[src/rtl/iopt_pkg.sv]
package iopt_pkg;

    localparam int ENTRY_W         = 64;
    localparam int ENTRY_BYTES     = ENTRY_W / 8;
    localparam int ENT_LOG2        = $clog2(ENTRY_BYTES);
    localparam int PHYS_HI         = 40;
    localparam int PHYS_W          = PHYS_HI + 1;
    localparam int ENT_VALID_BIT   = 63;
    localparam int ENT_BIG_BIT     = 61;
    localparam int ENT_WR_BIT      = 1;
    localparam int SMALL_SHIFT     = 13;
    localparam int BIG_SHIFT       = 16;
    localparam int SMALL_WIN_LOG2  = 23;
    localparam int BIG_WIN_LOG2    = 26;
    localparam int NUM_CODES       = 8;
    localparam int BIG_CODES       = 6;
    localparam int MASK_W          = 16;

    localparam logic [MASK_W-1:0] SMALL_MASK = MASK_W'((1 << SMALL_SHIFT) - 1);
    localparam logic [MASK_W-1:0] BIG_MASK   = MASK_W'((1 << BIG_SHIFT) - 1);

    typedef enum logic [1:0] {
        PERM_NONE = 2'b00,
        PERM_RO   = 2'b01,
        PERM_RW   = 2'b11
    } perm_e;

    typedef enum logic [1:0] {
        ST_IDLE,
        ST_ISSUE,
        ST_WAIT,
        ST_DONE
    } walk_state_e;

    typedef struct packed {
        perm_e              perm;
        logic [PHYS_W-1:0]  paddr;
        logic [MASK_W-1:0]  mask;
    } xlate_res_t;

    // Lane 0 of the bus carries the most significant byte of the entry.
    function automatic logic [ENTRY_W-1:0] be_assemble(input logic [ENTRY_W-1:0] lanes);
        logic [ENTRY_W-1:0] w;
        w = '0;
        for (int i = 0; i < ENTRY_BYTES; i++) begin
            w[ENTRY_W-1-8*i -: 8] = lanes[8*i +: 8];
        end
        return w;
    endfunction

    function automatic xlate_res_t fault_res();
        xlate_res_t r;
        r.perm  = PERM_NONE;
        r.paddr = '0;
        r.mask  = '0;
        return r;
    endfunction

endpackage

[src/rtl/iopt_index.sv]
module iopt_index
    import iopt_pkg::*;
#(
    parameter int DMA_AW = 32
) (
    input  logic [DMA_AW-1:0] addr,
    input  logic [2:0]        size_code,
    input  logic              big_table,
    input  logic [PHYS_W-1:0] table_base,
    output logic              unsupported,
    output logic [PHYS_W-1:0] ent_addr
);

    logic [DMA_AW-1:0] small_win [NUM_CODES];
    logic [DMA_AW-1:0] big_win   [NUM_CODES];
    logic [DMA_AW-1:0] sel_win;
    logic [DMA_AW-1:0] masked;
    logic [DMA_AW-1:0] page_num;

    // One window mask per size code, for each table page mode.
    for (genvar c = 0; c < NUM_CODES; c++) begin : g_win
        localparam int SW = SMALL_WIN_LOG2 + c;
        localparam int BW = BIG_WIN_LOG2 + c;
        assign small_win[c] = (SW >= DMA_AW) ? '1 : DMA_AW'((64'd1 << SW) - 64'd1);
        if (c < BIG_CODES) begin : g_big
            assign big_win[c] = (BW >= DMA_AW) ? '1 : DMA_AW'((64'd1 << BW) - 64'd1);
        end else begin : g_nobig
            assign big_win[c] = '0;
        end
    end

    always_comb begin
        sel_win     = big_table ? big_win[size_code] : small_win[size_code];
        masked      = addr & sel_win;
        page_num    = big_table ? (masked >> BIG_SHIFT) : (masked >> SMALL_SHIFT);
        unsupported = big_table && (size_code >= 3'(BIG_CODES));
        ent_addr    = table_base + (PHYS_W'(page_num) << ENT_LOG2);
    end

endmodule

[src/rtl/iopt_decode.sv]
module iopt_decode
    import iopt_pkg::*;
#(
    parameter int DMA_AW = 32
) (
    input  logic [ENTRY_W-1:0] lanes,
    input  logic [DMA_AW-1:0]  addr,
    output xlate_res_t         res
);

    logic [ENTRY_W-1:0] entry;
    logic               unused_bits;

    assign entry = be_assemble(lanes);

    always_comb begin
        res = fault_res();
        if (entry[ENT_VALID_BIT]) begin
            res.perm = entry[ENT_WR_BIT] ? PERM_RW : PERM_RO;
            if (entry[ENT_BIG_BIT]) begin
                res.paddr = {entry[PHYS_HI:BIG_SHIFT], addr[BIG_SHIFT-1:0]};
                res.mask  = BIG_MASK;
            end else begin
                res.paddr = {entry[PHYS_HI:SMALL_SHIFT], addr[SMALL_SHIFT-1:0]};
                res.mask  = SMALL_MASK;
            end
        end
    end

    // Entry and address bits with no meaning for the result.
    assign unused_bits = ^{entry[62], entry[60:PHYS_HI+1], entry[SMALL_SHIFT-1:2],
                           entry[0], addr[DMA_AW-1:BIG_SHIFT]};

endmodule

[src/rtl/iopt_walker.sv]
module iopt_walker
    import iopt_pkg::*;
#(
    parameter int DMA_AW = 32
) (
    input  logic                 clk,
    input  logic                 rst,
    input  logic                 cfg_enable,
    input  logic [PHYS_W-1:0]    cfg_table_base,
    input  logic [2:0]           cfg_size_code,
    input  logic                 cfg_big_table,
    input  logic                 req_valid,
    output logic                 req_ready,
    input  logic [DMA_AW-1:0]    req_addr,
    output logic                 resp_valid,
    input  logic                 resp_ready,
    output logic [PHYS_W-1:0]    resp_paddr,
    output logic [MASK_W-1:0]    resp_mask,
    output logic [1:0]           resp_perm,
    output logic                 mem_rd_valid,
    input  logic                 mem_rd_ready,
    output logic [PHYS_W-1:0]    mem_rd_addr,
    input  logic                 mem_resp_valid,
    input  logic [ENTRY_W-1:0]   mem_resp_data
);

    walk_state_e        state_q;
    logic [DMA_AW-1:0]  addr_q;
    logic [PHYS_W-1:0]  ent_addr_q;
    xlate_res_t         res_q;

    logic               idx_unsup;
    logic [PHYS_W-1:0]  idx_addr;
    xlate_res_t         dec_res;
    xlate_res_t         pass_res;

    iopt_index #(.DMA_AW(DMA_AW)) u_index (
        .addr        (req_addr),
        .size_code   (cfg_size_code),
        .big_table   (cfg_big_table),
        .table_base  (cfg_table_base),
        .unsupported (idx_unsup),
        .ent_addr    (idx_addr)
    );

    iopt_decode #(.DMA_AW(DMA_AW)) u_decode (
        .lanes (mem_resp_data),
        .addr  (addr_q),
        .res   (dec_res)
    );

    always_comb begin
        pass_res.perm  = PERM_RW;
        pass_res.paddr = PHYS_W'(req_addr);
        pass_res.mask  = SMALL_MASK;
    end

    always_ff @(posedge clk) begin
        if (rst) begin
            state_q    <= ST_IDLE;
            addr_q     <= '0;
            ent_addr_q <= '0;
            res_q      <= fault_res();
        end else begin
            unique case (state_q)
                ST_IDLE: begin
                    if (req_valid) begin
                        addr_q <= req_addr;
                        if (!cfg_enable) begin
                            res_q   <= pass_res;
                            state_q <= ST_DONE;
                        end else if (idx_unsup) begin
                            res_q   <= fault_res();
                            state_q <= ST_DONE;
                        end else begin
                            ent_addr_q <= idx_addr;
                            state_q    <= ST_ISSUE;
                        end
                    end
                end
                ST_ISSUE: begin
                    if (mem_rd_ready) begin
                        state_q <= ST_WAIT;
                    end
                end
                ST_WAIT: begin
                    if (mem_resp_valid) begin
                        res_q   <= dec_res;
                        state_q <= ST_DONE;
                    end
                end
                ST_DONE: begin
                    if (resp_ready) begin
                        state_q <= ST_IDLE;
                    end
                end
                default: state_q <= ST_IDLE;
            endcase
        end
    end

    assign req_ready    = (state_q == ST_IDLE);
    assign mem_rd_valid = (state_q == ST_ISSUE);
    assign mem_rd_addr  = ent_addr_q;
    assign resp_valid   = (state_q == ST_DONE);
    assign resp_paddr   = res_q.paddr;
    assign resp_mask    = res_q.mask;
    assign resp_perm    = res_q.perm;

endmodule

[config.mk]
export PLATFORM = sky130hd
export DESIGN_NAME = iopt_walker
export DESIGN_NICKNAME = d
export VERILOG_FILES = /design/src/rtl/iopt_pkg.sv /design/src/rtl/iopt_index.sv /design/src/rtl/iopt_decode.sv /design/src/rtl/iopt_walker.sv
export SDC_FILE = /design/constraint.sdc
export NUM_CORES = 1
export LEC_CHECK = 0
export ABC_AREA = 1
export BUFFER_PORTS_ARGS = -buffer_cell sky130_fd_sc_hd__buf_2
export CORE_UTILIZATION = 45
export CTS_BUF_LIST = sky130_fd_sc_hd__clkbuf_4
export CTS_CLUSTER_SIZE = 16
export DETAILED_ROUTE_END_ITERATION = 12
export PLACE_DENSITY = 0.85
export SLEW_MARGIN = 20
export SYNTH_ARGS = -nofsm -noshare
export SYNTH_HDL_FRONTEND = slang
export SYNTH_SLANG_ARGS = --single-unit
[constraint.sdc]
create_clock -name clk -period 3 [get_ports clk]
set_input_delay 0.15 -clock clk [delete_from_list [all_inputs] [get_ports clk]]
set_output_delay 0.15 -clock clk [all_outputs]
set_load 0.03 [all_outputs]
==> results.json <==
{
  "status": "finished, final reports clean",
  "p_leak_nw": 4.44,
  "synth_edf_count": 0,
  "io_buffers": 217,
  "critPathLaunchType": "register",
  "drc": 0,
  "n_fill_cell": 1196,
  "fin_worst_skew_ns": 0.0167,
  "p_total_w": 0.00594,
  "hold_buffers": 73,
  "antenna_found_initial": 3,
  "place_inst": 1335,
  "slew_violations": 0,
  "setup_viol": 0,
  "synth-simple-area-share_pct": 31.8,
  "routed_wl_um": 21000,
  "fp.coreArea_um2": 13500,
  "hp-class": "in2reg",
  "crit_path_max_incr_delay_ns": 0.57,
  "vias": 7432,
  "root_buffer": "clkbuf_4",
  "final_nets": 1418,
  "cts_setup_buffers": 0,
  "synth_adder_area_share_pct": 5.48,
  "maxCapViolations": 0,
  "synth-async-reset-ratio_pct": 0,
  "clk_latency_ns": 0.50,
  "io-pin-count": 251,
  "crit_required_ns": 3.46,
  "gp_congestion": 0.895,
  "fin_crit_sh_pct": 84.7,
  "areaGrowthSynthToFinish_pct": 32.0,
  "cts_resized": 0,
  "cts_buffer_depth": 2,
  "drtIter0Drc": 606,
  "synth_compound_area_share_pct": 15.7,
  "crit_path_max_fanout": 33,
  "ys_types": 38,
  "grt_max_degree": 68,
  "setup_slack_ns": 0.460,
  "preCtsSetupSlack_ns": 0.211,
  "instances_no_fill": 1426,
  "syn_avg_cell_area_um2": 6.39,
  "cts_tree": "yes",
  "cp_top_family": "buffers and inverters",
  "drtAntennaViolNets": 0,
  "tns_ns": 0,
  "gr-total-overflow": 0,
  "wire_per_inst_um": 14.7,
  "synth.yosys.seq_area_share_pct": 32.7,
  "synth_warnings": 0,
  "cts-htree-levels": 3,
  "synth_seq_cells": 103,
  "dieArea_um2": 14500,
  "cts_buffers": 9,
  "fin_crit_ns": 2.54,
  "synthCells": 986,
  "die_width_um": 120,
  "avgViaCountPerCell": 5.21,
  "fmax_mhz": 394,
  "fp.dieH_um": 120,
  "crit_buf_inv": 4,
  "num_rows": 42,
  "path_class": "reg2reg",
  "end_kind": "register",
  "hold_viol_final": 0,
  "worstMarginPinSlew_ns": 1.05,
  "cp_slowest_cell": "dlygate4sd3_1",
  "synth_top_family_by_area": "simple AND/OR/NAND/NOR gates",
  "clkSinkCount": 103,
  "synth_fp_nets": 1161,
  "grt_pass1_wl_um": 33500,
  "firstDrtPassIters": 6,
  "crit_chain": "inv_1, ha_1, nand2_1, inv_1, buf_4, nand2_1, a31oi_1, dlygate4sd3_1",
  "vdd_drop_max_mv": 0.387,
  "initial_utilization_pct": 46.9,
  "max_slew_margin_pct": 30.2,
  "synth_flop_cell": "dfxtp_1",
  "grt_setup_unrepaired": "no",
  "p_per_area_nw_per_um2": 713,
  "first_global_vias": 7090,
  "clkTransAtPathRegs_ns": 0.18,
  "grt_util_all_layers_pct": 28.9,
  "synth_area_um2": 6300,
  "synth_mux_area_share_pct": 0,
  "dp_hpwl_um": 14800,
  "crit_arrival_ns": 3.00,
  "layout-drive-gt1-share_pct": 20.8,
  "synth-xor-area-share_pct": 2.22
}
area by class of cell:
cell class	count	area, µm²	share of cell area [%]
diodes	2	5.00	0.0601
flip-flops and latches	103	2060	24.8
multi-input cells	703	3490	41.9
well taps	176	220	2.65
repair buffers	300	1920	23.0
clock buffers	9	67.6	0.812
inverters	126	473	5.68
clock inverters	7	91.3	1.10
per-layer routing:
layer / GRT usage, % / share of wire, % / wire length (µm)
met1: 32.1 / 40 / 8360
met2: 51.3 / 48 / 10000
met3: 8.02 / 9.1 / 1900
met4: 12.7 / 3.4 / 707
met5: 0 / 0.062 / 13
tightest hold or removal path, cell delays in order:
cell and delay (ns):
buf_2 0.10, nand3_1 0.08, nand3_1 0.08, nand2_1 0.05, inv_1 0.05
final timing paths:
kind | startpoint | end | slack, ns | cells after the start
worst min-delay path | cfg_table_base[32] | mem_rd_addr[32] | 0.04 | 5
worst max register to register | state_q[0] | resp_paddr[18] | 0.46 | 8
worst max-delay path | state_q[0] | resp_paddr[18] | 0.46 | 8
worst min register to register | addr_q[14] | addr_q[14] | 0.47 | 2
Yosys cell counts (2+ instances only):
| master | n | area share (%) |
|---|---|---|
| buf_4 | 17 | 2.0 |
| xor2_1 | 14 | 1.9 |
| a31oi_1 | 35 | 3.5 |
| buf_2 | 12 | 0.95 |
| inv_2 | 4 | 0.24 |
| xnor2_1 | 2 | 0.28 |
| and2_1 | 2 | 0.20 |
| nand2_2 | 2 | 0.20 |
| dfxtp_1 | 103 | 33 |
| inv_1 | 122 | 7.3 |
| nand3_2 | 2 | 0.32 |
| o21a_1 | 2 | 0.24 |
| nor3_1 | 7 | 0.56 |
| nand2_1 | 232 | 14 |
| o21ai_1 | 29 | 2.3 |
| a21oi_1 | 35 | 2.8 |
| o21bai_1 | 2 | 0.24 |
| a211oi_1 | 2 | 0.24 |
| clkbuf_1 | 24 | 1.4 |
| o21ai_0 | 62 | 4.9 |
| nor2_1 | 145 | 8.6 |
| o22ai_1 | 10 | 0.99 |
| nand4_1 | 10 | 0.99 |
| or2_2 | 2 | 0.20 |
| nand3_1 | 61 | 4.8 |
| nand3b_1 | 6 | 0.71 |
| ha_1 | 26 | 5.2 |
| a221oi_1 | 3 | 0.42 |
| nor2_4 | 2 | 0.36 |
| and3_1 | 3 | 0.30 |
cells by family after synthesis:
kind of cell | Yosys count
simple gates | 478
xor+xnor | 16
other cells | 1
compound gates | 181
buf+inv | 180
fa+ha+maj | 27
flops | 103
cells in the final DEF (no fill, tap or decap), types with 4 or more instances in the layout:
| master | Yosys | layout |
|---|---|---|
| nand3b_1 | 6 | 6 |
| o21ai_0 | 62 | 62 |
| xor2_1 | 14 | 14 |
| buf_4 | 17 | 8 |
| nand2_1 | 232 | 232 |
| dfxtp_1 | 103 | 103 |
| dlygate4sd3_1 | 0 | 73 |
| o22ai_1 | 10 | 10 |
| inv_1 | 122 | 122 |
| o21ai_1 | 29 | 29 |
| a21oi_1 | 35 | 35 |
| ha_1 | 26 | 26 |
| nor3_1 | 7 | 7 |
| nor2_1 | 145 | 144 |
| buf_2 | 12 | 217 |
| nand4_1 | 10 | 10 |
| clkinv_8 | 0 | 4 |
| inv_2 | 4 | 4 |
| nand3_1 | 61 | 61 |
| a31oi_1 | 35 | 35 |
| clkbuf_4 | 0 | 9 |
report_power, final:
| part | leakage [nW] | switching (W) | internal [W] |
|---|---|---|---|
| registers | 0.846 | 0.000203 | 0.00174 |
| clock network | 0.0813 | 0.000550 | 0.000202 |
| logic | 3.51 | 0.00217 | 0.00106 |
| total | 4.44 | 0.00293 | 0.00301 |
sequential cells by signal (all words and copies together), names as in the netlist:
register     flops
addr_q          16
mem_rd_addr     41
resp_mask        1
resp_paddr      41
resp_perm        2
state_q          2
metrics by stage:
| step | hold WS, ns | utilization [%] | instance area (µm²) |
|---|---|---|---|
| 5_1_grt | 0.0337 | 61.9 | 8320 |
| 3_3_place_gp | 0.404 | 55.2 | 7430 |
| 4_1_cts | 0.00690 | 61.8 | 8320 |
| 3_5_place_dp | 0.426 | 55.2 | 7430 |
| 2_1_floorplan | 0.299 | - | 6300 |
| 6_report | 0.0357 | 61.9 | 8330 |
Power figures use the tool's default switching activity.
